[src/rtl/eia_pkg.sv]
package eia_pkg;
  localparam int unsigned DATA_W = 8;
  localparam int unsigned ADDR_W = 3;

  localparam int BIT_TXOVF   = 0;
  localparam int BIT_TXDONE  = 1;
  localparam int BIT_MAC     = 2;
  localparam int BIT_RXEARLY = 4;
  localparam int BIT_RXDONE  = 5;
  localparam int BIT_RXREJ   = 6;
  localparam int BIT_FORCE   = 7;

  localparam logic [DATA_W-1:0] SRC_IMPL = 8'hF7;

  localparam int CMD_EN_BIT    = 2;
  localparam int CMD_FORCE_BIT = 3;
  localparam int GLB_PEND_BIT  = 0;
  localparam int GLB_MASK_BIT  = 1;
  localparam int CFG_LEVEL_BIT = 0;
  localparam int CFG_ACK_BIT   = 1;
  localparam int SVC_FLAG_BIT  = 0;

  typedef enum logic [ADDR_W-1:0] {
    RA_STATUS  = 3'd0,
    RA_ENABLE  = 3'd1,
    RA_CMD     = 3'd2,
    RA_GLOBAL  = 3'd3,
    RA_CFG     = 3'd4,
    RA_SERVICE = 3'd5
  } reg_addr_e;

  typedef struct packed {
    logic ack_req;
    logic level;
  } irq_cfg_t;
endpackage

[src/rtl/eia_status_bank.sv]
module eia_status_bank
  import eia_pkg::*;
#(
  parameter int unsigned W = DATA_W,
  parameter logic [W-1:0] IMPL = SRC_IMPL
) (
  input  logic         clk_i,
  input  logic         rst_ni,
  input  logic [W-1:0] set_i,
  input  logic [W-1:0] clr_i,
  input  logic         en_we_i,
  input  logic [W-1:0] en_d_i,
  output logic [W-1:0] status_o,
  output logic [W-1:0] enable_o,
  output logic         any_o
);
  logic [W-1:0] status_q;
  logic [W-1:0] enable_q;

  for (genvar g = 0; g < W; g++) begin : g_bit
    if (IMPL[g]) begin : g_live
      always_ff @(posedge clk_i or negedge rst_ni) begin
        if (!rst_ni) begin
          status_q[g] <= 1'b0;
          enable_q[g] <= 1'b0;
        end else begin
          status_q[g] <= (status_q[g] & ~clr_i[g]) | set_i[g];
          if (en_we_i) enable_q[g] <= en_d_i[g];
        end
      end
    end else begin : g_hole
      logic unused_hole;
      assign unused_hole = ^{set_i[g], clr_i[g], en_d_i[g]};
      assign status_q[g] = 1'b0;
      assign enable_q[g] = 1'b0;
    end
  end

  assign status_o = status_q;
  assign enable_o = enable_q;
  assign any_o    = |(status_q & enable_q);

  p_set_lands_r2: assert property (@(posedge clk_i) disable iff (!rst_ni)
    ((set_i & IMPL) != '0) |=>
      ((status_o & $past(set_i & IMPL)) == $past(set_i & IMPL)));

  p_clear_takes_r3: assert property (@(posedge clk_i) disable iff (!rst_ni)
    ((clr_i & ~set_i & IMPL) != '0) |=>
      ((status_o & $past(clr_i & ~set_i & IMPL)) == '0));

  p_sticky_r3: assert property (@(posedge clk_i) disable iff (!rst_ni)
    1'b1 |=> (($past(status_o) & ~$past(clr_i) & ~status_o) == '0));
endmodule

[src/rtl/eia_host_ctrl.sv]
module eia_host_ctrl
  import eia_pkg::*;
(
  input  logic     clk_i,
  input  logic     rst_ni,
  input  logic     any_i,
  input  logic     gen_we_i,
  input  logic     gen_d_i,
  input  logic     gmask_we_i,
  input  logic     gmask_d_i,
  input  logic     cfg_we_i,
  input  irq_cfg_t cfg_d_i,
  input  logic     svc_clr_i,
  output logic     gen_o,
  output logic     gmask_o,
  output irq_cfg_t cfg_o,
  output logic     pend_o,
  output logic     svc_o,
  output logic     req_o
);
  logic     gen_q, gmask_q, svc_q;
  irq_cfg_t cfg_q;
  logic     host_req;

  assign pend_o   = gen_q & any_i;
  assign host_req = pend_o & ~gmask_q;

  always_ff @(posedge clk_i or negedge rst_ni) begin
    if (!rst_ni) begin
      gen_q   <= 1'b0;
      gmask_q <= 1'b0;
      cfg_q   <= '0;
      svc_q   <= 1'b0;
    end else begin
      if (gen_we_i)   gen_q   <= gen_d_i;
      if (gmask_we_i) gmask_q <= gmask_d_i;
      if (cfg_we_i)   cfg_q   <= cfg_d_i;
      if (cfg_q.ack_req) svc_q <= (svc_q & ~svc_clr_i) | host_req;
      else               svc_q <= 1'b0;
    end
  end

  assign gen_o   = gen_q;
  assign gmask_o = gmask_q;
  assign cfg_o   = cfg_q;
  assign svc_o   = svc_q;
  assign req_o   = cfg_q.ack_req ? svc_q : host_req;

  p_svc_hold_r9: assert property (@(posedge clk_i) disable iff (!rst_ni)
    (cfg_q.ack_req && svc_q && !svc_clr_i) |=> svc_o);

  p_svc_sets_r9: assert property (@(posedge clk_i) disable iff (!rst_ni)
    (cfg_q.ack_req && pend_o && !gmask_o) |=> svc_o);

  p_gmask_blocks_r6: assert property (@(posedge clk_i) disable iff (!rst_ni)
    (gmask_o && !cfg_o.ack_req) |-> !req_o);
endmodule

[src/rtl/eia_line_gen.sv]
module eia_line_gen (
  input  logic clk_i,
  input  logic rst_ni,
  input  logic level_i,
  input  logic req_i,
  output logic irq_o
);
  logic prev_q;

  always_ff @(posedge clk_i or negedge rst_ni) begin
    if (!rst_ni) prev_q <= 1'b0;
    else         prev_q <= req_i;
  end

  assign irq_o = level_i ? req_i : (req_i & ~prev_q);

  p_edge_single_r8: assert property (@(posedge clk_i) disable iff (!rst_ni)
    (!level_i && irq_o) |=> (level_i || !irq_o));
endmodule

[src/rtl/eth_irq_aggregator.sv]
module eth_irq_aggregator
  import eia_pkg::*;
#(
  parameter int unsigned DW = DATA_W,
  parameter int unsigned AW = ADDR_W
) (
  input  logic          clk_i,
  input  logic          rst_ni,
  input  logic          evt_tx_ovf_i,
  input  logic          evt_tx_done_i,
  input  logic          evt_mac_i,
  input  logic          evt_rx_early_i,
  input  logic          evt_rx_done_i,
  input  logic          evt_rx_reject_i,
  input  logic [AW-1:0] reg_addr_i,
  input  logic          reg_we_i,
  input  logic [DW-1:0] reg_wdata_i,
  output logic [DW-1:0] reg_rdata_o,
  output logic          irq_o
);
  logic [DW-1:0] set_vec, clr_vec, status, enable;
  logic          any_src, gen, gmask, pend, svc, req;
  irq_cfg_t      cfg, cfg_d;
  logic          we_status, we_enable, we_cmd, we_global, we_cfg, we_svc;

  assign we_status = reg_we_i && (reg_addr_i == AW'(RA_STATUS));
  assign we_enable = reg_we_i && (reg_addr_i == AW'(RA_ENABLE));
  assign we_cmd    = reg_we_i && (reg_addr_i == AW'(RA_CMD));
  assign we_global = reg_we_i && (reg_addr_i == AW'(RA_GLOBAL));
  assign we_cfg    = reg_we_i && (reg_addr_i == AW'(RA_CFG));
  assign we_svc    = reg_we_i && (reg_addr_i == AW'(RA_SERVICE));

  always_comb begin
    set_vec              = '0;
    set_vec[BIT_TXOVF]   = evt_tx_ovf_i;
    set_vec[BIT_TXDONE]  = evt_tx_done_i;
    set_vec[BIT_MAC]     = evt_mac_i;
    set_vec[BIT_RXEARLY] = evt_rx_early_i;
    set_vec[BIT_RXDONE]  = evt_rx_done_i;
    set_vec[BIT_RXREJ]   = evt_rx_reject_i;
    set_vec[BIT_FORCE]   = we_cmd & reg_wdata_i[CMD_FORCE_BIT];
  end

  assign clr_vec       = we_status ? reg_wdata_i : '0;
  assign cfg_d.level   = reg_wdata_i[CFG_LEVEL_BIT];
  assign cfg_d.ack_req = reg_wdata_i[CFG_ACK_BIT];

  eia_status_bank #(.W(DW), .IMPL(SRC_IMPL)) u_bank (
    .clk_i    (clk_i),
    .rst_ni   (rst_ni),
    .set_i    (set_vec),
    .clr_i    (clr_vec),
    .en_we_i  (we_enable),
    .en_d_i   (reg_wdata_i),
    .status_o (status),
    .enable_o (enable),
    .any_o    (any_src)
  );

  eia_host_ctrl u_ctrl (
    .clk_i      (clk_i),
    .rst_ni     (rst_ni),
    .any_i      (any_src),
    .gen_we_i   (we_cmd),
    .gen_d_i    (reg_wdata_i[CMD_EN_BIT]),
    .gmask_we_i (we_global),
    .gmask_d_i  (reg_wdata_i[GLB_MASK_BIT]),
    .cfg_we_i   (we_cfg),
    .cfg_d_i    (cfg_d),
    .svc_clr_i  (we_svc & reg_wdata_i[SVC_FLAG_BIT]),
    .gen_o      (gen),
    .gmask_o    (gmask),
    .cfg_o      (cfg),
    .pend_o     (pend),
    .svc_o      (svc),
    .req_o      (req)
  );

  eia_line_gen u_line (
    .clk_i   (clk_i),
    .rst_ni  (rst_ni),
    .level_i (cfg.level),
    .req_i   (req),
    .irq_o   (irq_o)
  );

  always_comb begin
    reg_rdata_o = '0;
    case (reg_addr_i)
      AW'(RA_STATUS):  reg_rdata_o = status;
      AW'(RA_ENABLE):  reg_rdata_o = enable;
      AW'(RA_CMD):     reg_rdata_o[CMD_EN_BIT] = gen;
      AW'(RA_GLOBAL): begin
        reg_rdata_o[GLB_PEND_BIT] = pend;
        reg_rdata_o[GLB_MASK_BIT] = gmask;
      end
      AW'(RA_CFG): begin
        reg_rdata_o[CFG_LEVEL_BIT] = cfg.level;
        reg_rdata_o[CFG_ACK_BIT]   = cfg.ack_req;
      end
      AW'(RA_SERVICE): reg_rdata_o[SVC_FLAG_BIT] = svc;
      default:         reg_rdata_o = '0;
    endcase
  end

  p_gmask_silences_r6: assert property (@(posedge clk_i) disable iff (!rst_ni)
    (gmask && !cfg.ack_req) |-> !irq_o);

  p_idle_quiet_r1: assert property (@(posedge clk_i) disable iff (!rst_ni)
    (!gen && !svc) |-> !irq_o);
endmodule

[config.mk]
export PLATFORM = sky130hd
export DESIGN_NAME = eth_irq_aggregator
export DESIGN_NICKNAME = d
export VERILOG_FILES = /design/src/rtl/eia_pkg.sv /design/src/rtl/eia_status_bank.sv /design/src/rtl/eia_host_ctrl.sv /design/src/rtl/eia_line_gen.sv /design/src/rtl/eth_irq_aggregator.sv
export SDC_FILE = /design/constraint.sdc
export NUM_CORES = 1
export LEC_CHECK = 0
export ABC_CLOCK_PERIOD_IN_PS = 1550
export BUFFER_PORTS_ARGS = -buffer_cell sky130_fd_sc_hd__buf_2
export CELL_PAD_IN_SITES_DETAIL_PLACEMENT = 1
export CELL_PAD_IN_SITES_GLOBAL_PLACEMENT = 1
export CORE_ASPECT_RATIO = 0.9
export CORE_MARGIN = 10
export CORE_UTILIZATION = 37
export CTS_CLUSTER_SIZE = 30
export DETAILED_ROUTE_END_ITERATION = 6
export PLACE_DENSITY_LB_ADDON = 0.3
export SYNTH_ARGS = -nofsm -noshare
export SYNTH_HDL_FRONTEND = slang
export SYNTH_HIERARCHICAL = 1
export SYNTH_SLANG_ARGS = --single-unit
[constraint.sdc]
create_clock -name clk_i -period 1.55 [get_ports clk_i]
set_input_delay 0.2325 -clock clk_i [delete_from_list [all_inputs] [get_ports clk_i]]
set_output_delay 0.2325 -clock clk_i [all_outputs]
set_load 0.03 [all_outputs]
After elaboration in Yosys (flattened, before gate mapping)
Cells that the tools add are included.
Widths: inputs -> output; s select.

cells by class
  muxes and demuxes = 8
  equality and inequality tests = 5
  reductions and logical operators = 8
  bitwise gates (word level) = 32

operators with widths
  operator            count
  $and 1x1->1         13
  $not 1->1           10
  $pmux 5 s2          1
  $and 8x8->8         1
  $mux 8              1
  $or 1x1->1          8
  $reduce_or 8->1     1
  $eq 3x2->1 const B  2
  $eq 3x3->1 const B  2
  $logic_and 1x1->1   6
  $pmux 1 s5          1
  $pmux 1 s4          1
  $eq 3x1->1 const B  1
  $logic_not 3->1     1
  $mux 1              3
  $pmux 1 s3          1

storage, ports and cells
  output and inout port bits = 9
  logic and storage cells = 73
  flip-flop bits (word level) = 20
  bits of input ports = 20

Longest topological paths before layout
  word-level depth = 7
  depth in mapped cells = 7

Cells and area by module
Netlist, hierarchy kept.

by module, submodules not included
  module              cells each  times used  area an instance (µm²)
  eia_status_bank     43          1           594.3
  eth_irq_aggregator  47          1           385.4
  eia_host_ctrl       16          1           206.4
  eia_line_gen        3           1           36.3

Least setup slack after synthesis
Ideal clock, no wire load.

  path kind = register to output
  start point = reg u_bank.enable_q[5] (netlist: u_bank/enable_o[5])
  end point = out reg_rdata_o[0]
  buffers on the path = 0
  slack = -0.251 ns
  stages on the path, launching flop included = 8
  arrival = 1.569 ns
  cell sequence = dfrtp_1 -> a222oi_1 -> nand3_1 -> nand2_1 -> inv_1 -> mux2_4 -> a22oi_2 -> o21ai_1

between the ends
  cells in the longest elaborated chain, start to end = 4

RTL lines
  item                              RTL line                  source
  start: declaration                eia_status_bank.sv:18     logic [W-1:0] enable_q;
  start signal: indexed assignment  eia_status_bank.sv:28     if (en_we_i) enable_q[g] <= en_d_i[g];
  $and 8x8->8                       eia_status_bank.sv:41     assign any_o = |(status_q & enable_q);
  $reduce_or 8->1                   eia_status_bank.sv:41
  via any_src                       eth_irq_aggregator.sv:22  logic any_src, gen, gmask, pend, svc, req;
  $and 1x1->1                       eia_host_ctrl.sv:25       assign pend_o = gen_q & any_i;
  via pend                          eth_irq_aggregator.sv:22
  $pmux 1 s5                        eth_irq_aggregator.sv:89  case (reg_addr_i)
  end: declaration                  eth_irq_aggregator.sv:18  output logic [DW-1:0] reg_rdata_o,

The timed path passes the listed nets, and every way through them passes these cells.

Final worst setup path
Same ends and word-level chain as after synthesis.

==> metrics.cfg <==
[worst_setup_path]
ff2ff_setup_slack_ns = 0.09
worstSetupPathType = register to primary output
critical_path.max_fanout = 2
timing.critical_path.arrival_ns = 2.03
crit_path_start_kind = register
cp.required_ns = 1.32
crit_end_element = primary output

[clock_tree]
cts-root-to-sink-buffers = 2
htree_levels = 1
worstSkewPairLatency_ns = 0.31
clk_pin_slew_worst_paths_ns = 0.11
clock_tree.root_cell = sky130_fd_sc_hd__clkbuf_4
tritoncts = built
cts_num_sinks = 20
cts_buf_count = 3

[power]
power.share.combinational_pct = 38.7
power_density_nw_per_um2 = 947
vdd_ir_drop_max_mv = 0.467
power.switching_fraction_pct = 31.6
finalPower_mw = 1.61
share_clk_of_total_power_pct = 19.4
seq_power_share_pct = 41.9
net-switching-power_mw = 0.509
cell_internal_pwr_mw = 1.10
leakage_nw = 0.773

[sta]
timing.setup.tns_ns = -1.45
final_cycle_share_pct = 146
layout_setup_ws_ns = -0.710
minimum_clock_period_ns = 2.26
max-slew-margin-rel_pct = 64.0
rsz0062_at_grt = true
finalHoldWorstSlack_ns = 0.0865
report.final.slew_viol_count = 0
finalHoldViolations = 0
max_freq_mhz = 442
clock_skew_after_layout_ns = 0.00180
setup_viol = 3
tightest_slew_ns = 0.537

[grt]
grt_pass1_vias = 1151
global_route.overflow_total = 0
grt_max_degree = 21
grt_first_pass_wirelength_mm = 5.64
grt_use_total_pct = 12.3
antenna_found_initial = 0

[placement]
post-place-cells = 192
buffer_ports.inserted = 27
placed_cell_area_um2 = 1530
place_worst_setup_slack_ns = -0.395
gp_congestion = 0.828
placed_wire_length_estimate_after_detailed_placement_mm = 2.67

[status]
failed_checks = setup timing
run_status = complete, but fails checks

[floorplan]
design.portCount = 29
core_um2 = 3090
fp.dieArea_um2 = 5970
dieWidth_um = 80.3
start_util_pct = 39.2
die_h_um = 74.3
row_count = 19

[hold_path]
hp-class = input port to register

[synth]
synthCells = 107
post_synth.cell_area_avg_um2 = 11.3
yosysWarnings = 6
post_synth_instance_area_um2 = 1210

[drt]
routed_wl_per_cell_um = 17.7
drt-pass1-iter-count = 4
drt_iter0_drc = 37
post-route-drc-count = 0
vias = 973
avgViaCountPerCell = 4.87
drt_wl_total_mm = 3.54
detail-route-antenna-nets = 0

[cells_and_area]
drive_above_1_share_pct = 55.1
final_net_count = 179
fin_util_pct = 54.9
instances_no_fill = 200
area_growth_pct = 40.0
layout.cell_area.non_filler_um2 = 1700
fillers = 346
diodes_inserted = 0

[run]
maxCapViolCount = 0

[critical path, stage by stage, from the launching register on]
cell and delay (ns):
sky130_fd_sc_hd__dfrtp_1 0.40, sky130_fd_sc_hd__a222oi_1 0.34, sky130_fd_sc_hd__nand3_1 0.13, sky130_fd_sc_hd__nand2_2 0.12, sky130_fd_sc_hd__inv_2 0.03, sky130_fd_sc_hd__mux2_4 0.25, sky130_fd_sc_hd__a22oi_2 0.21, sky130_fd_sc_hd__o21ai_4 0.08
sky130_fd_sc_hd__buf_6 0.14
[cells in the final DEF (no fill, tap or decap), drive strengths merged]
cell         count
a21boi           1
a21o             7
a222oi           1
a22oi            3
a31oi            1
and2             8
and3             1
and4b            1
buf             51
clkbuf           4
conb             2
dfrtp           20
dlygate4sd3      1
inv             10
mux2            12
mux2i            7
nand2            4
nand2b           2
nand3            2
nand3b           1
nor2             4
nor2b            1
nor3             6
nor3b            1
nor4bb           1
o21a             1
o21ai            2
o31ai            2
o32ai            1
[flip-flops by register name, indices dropped and copies added, names as in the netlist]
name             flops
u_bank/enable_o      7
u_bank/status_o      7
u_ctrl/cfg_o         2
u_ctrl/gen_o         1
u_ctrl/gmask_o       1
u_ctrl/svc_o         1
u_line/prev_q        1
[area by class of cell]
class | count | area, µm² | share of cell area (%)
well taps | 42 | 52.6 | 3.10
multi-input cells | 72 | 691 | 40.7
inverters | 10 | 37.5 | 2.21
flip-flops and latches | 20 | 500 | 29.5
repair buffers | 52 | 380 | 22.4
clock buffers | 4 | 36.3 | 2.14
[repair_timing]
item	in CTS	in global routing
cloned	0	0
endpoints found under the hold margin	20	0
buffers inserted	2	9
setup endpoints to repair	4	7
pin swaps	3	8
gates resized for setup	12	18
hold buffers	1	0
[per-layer routing]
metal | vias to the layer above | share of wire, % | global-route usage, %
met5 | - | 0 | 0
met2 | 20 | 48 | 20.8
li1 | 470 | - | -
met4 | 0 | 1.9 | 5.66
met1 | 476 | 45 | 14.1
met3 | 7 | 4.9 | 3.61
[path summary, 6_finish.rpt]
| kind | start | end | cells past startpoint |
|---|---|---|---|
| setup / recovery | u_bank/enable_o[5]$_DFFE_PN0P_ | reg_rdata_o[0] | 8 |
| hold / removal | evt_rx_early_i | u_bank/status_o[4]$_DFF_PN0_ | 2 |
| setup reg to reg | u_bank/enable_o[5]$_DFFE_PN0P_ | u_ctrl/svc_o$_DFF_PN0_ | 7 |
| hold reg to reg | u_ctrl/cfg_o[0]$_DFFE_PN0P_ | u_ctrl/cfg_o[0]$_DFFE_PN0P_ | 1 |
| max in group asynchronous | rst_ni | u_bank/status_o[7]$_DFF_PN0_ | 2 |
| min in group asynchronous | rst_ni | u_ctrl/cfg_o[1]$_DFFE_PN0P_ | 2 |
[power groups by stage]
stage | clock [mW] | sequential [mW] | combinational [mW]
6_report | 0.312 | 0.673 | 0.623
4_1_cts | 0.325 | 0.674 | 0.564
2_1_floorplan | 0 | 0.667 | 0.306
5_1_grt | 0.358 | 0.684 | 0.665
3_3_place_gp | 0 | 0.671 | 0.496
3_5_place_dp | 0 | 0.680 | 0.510
Power figures use the tool's default switching activity.
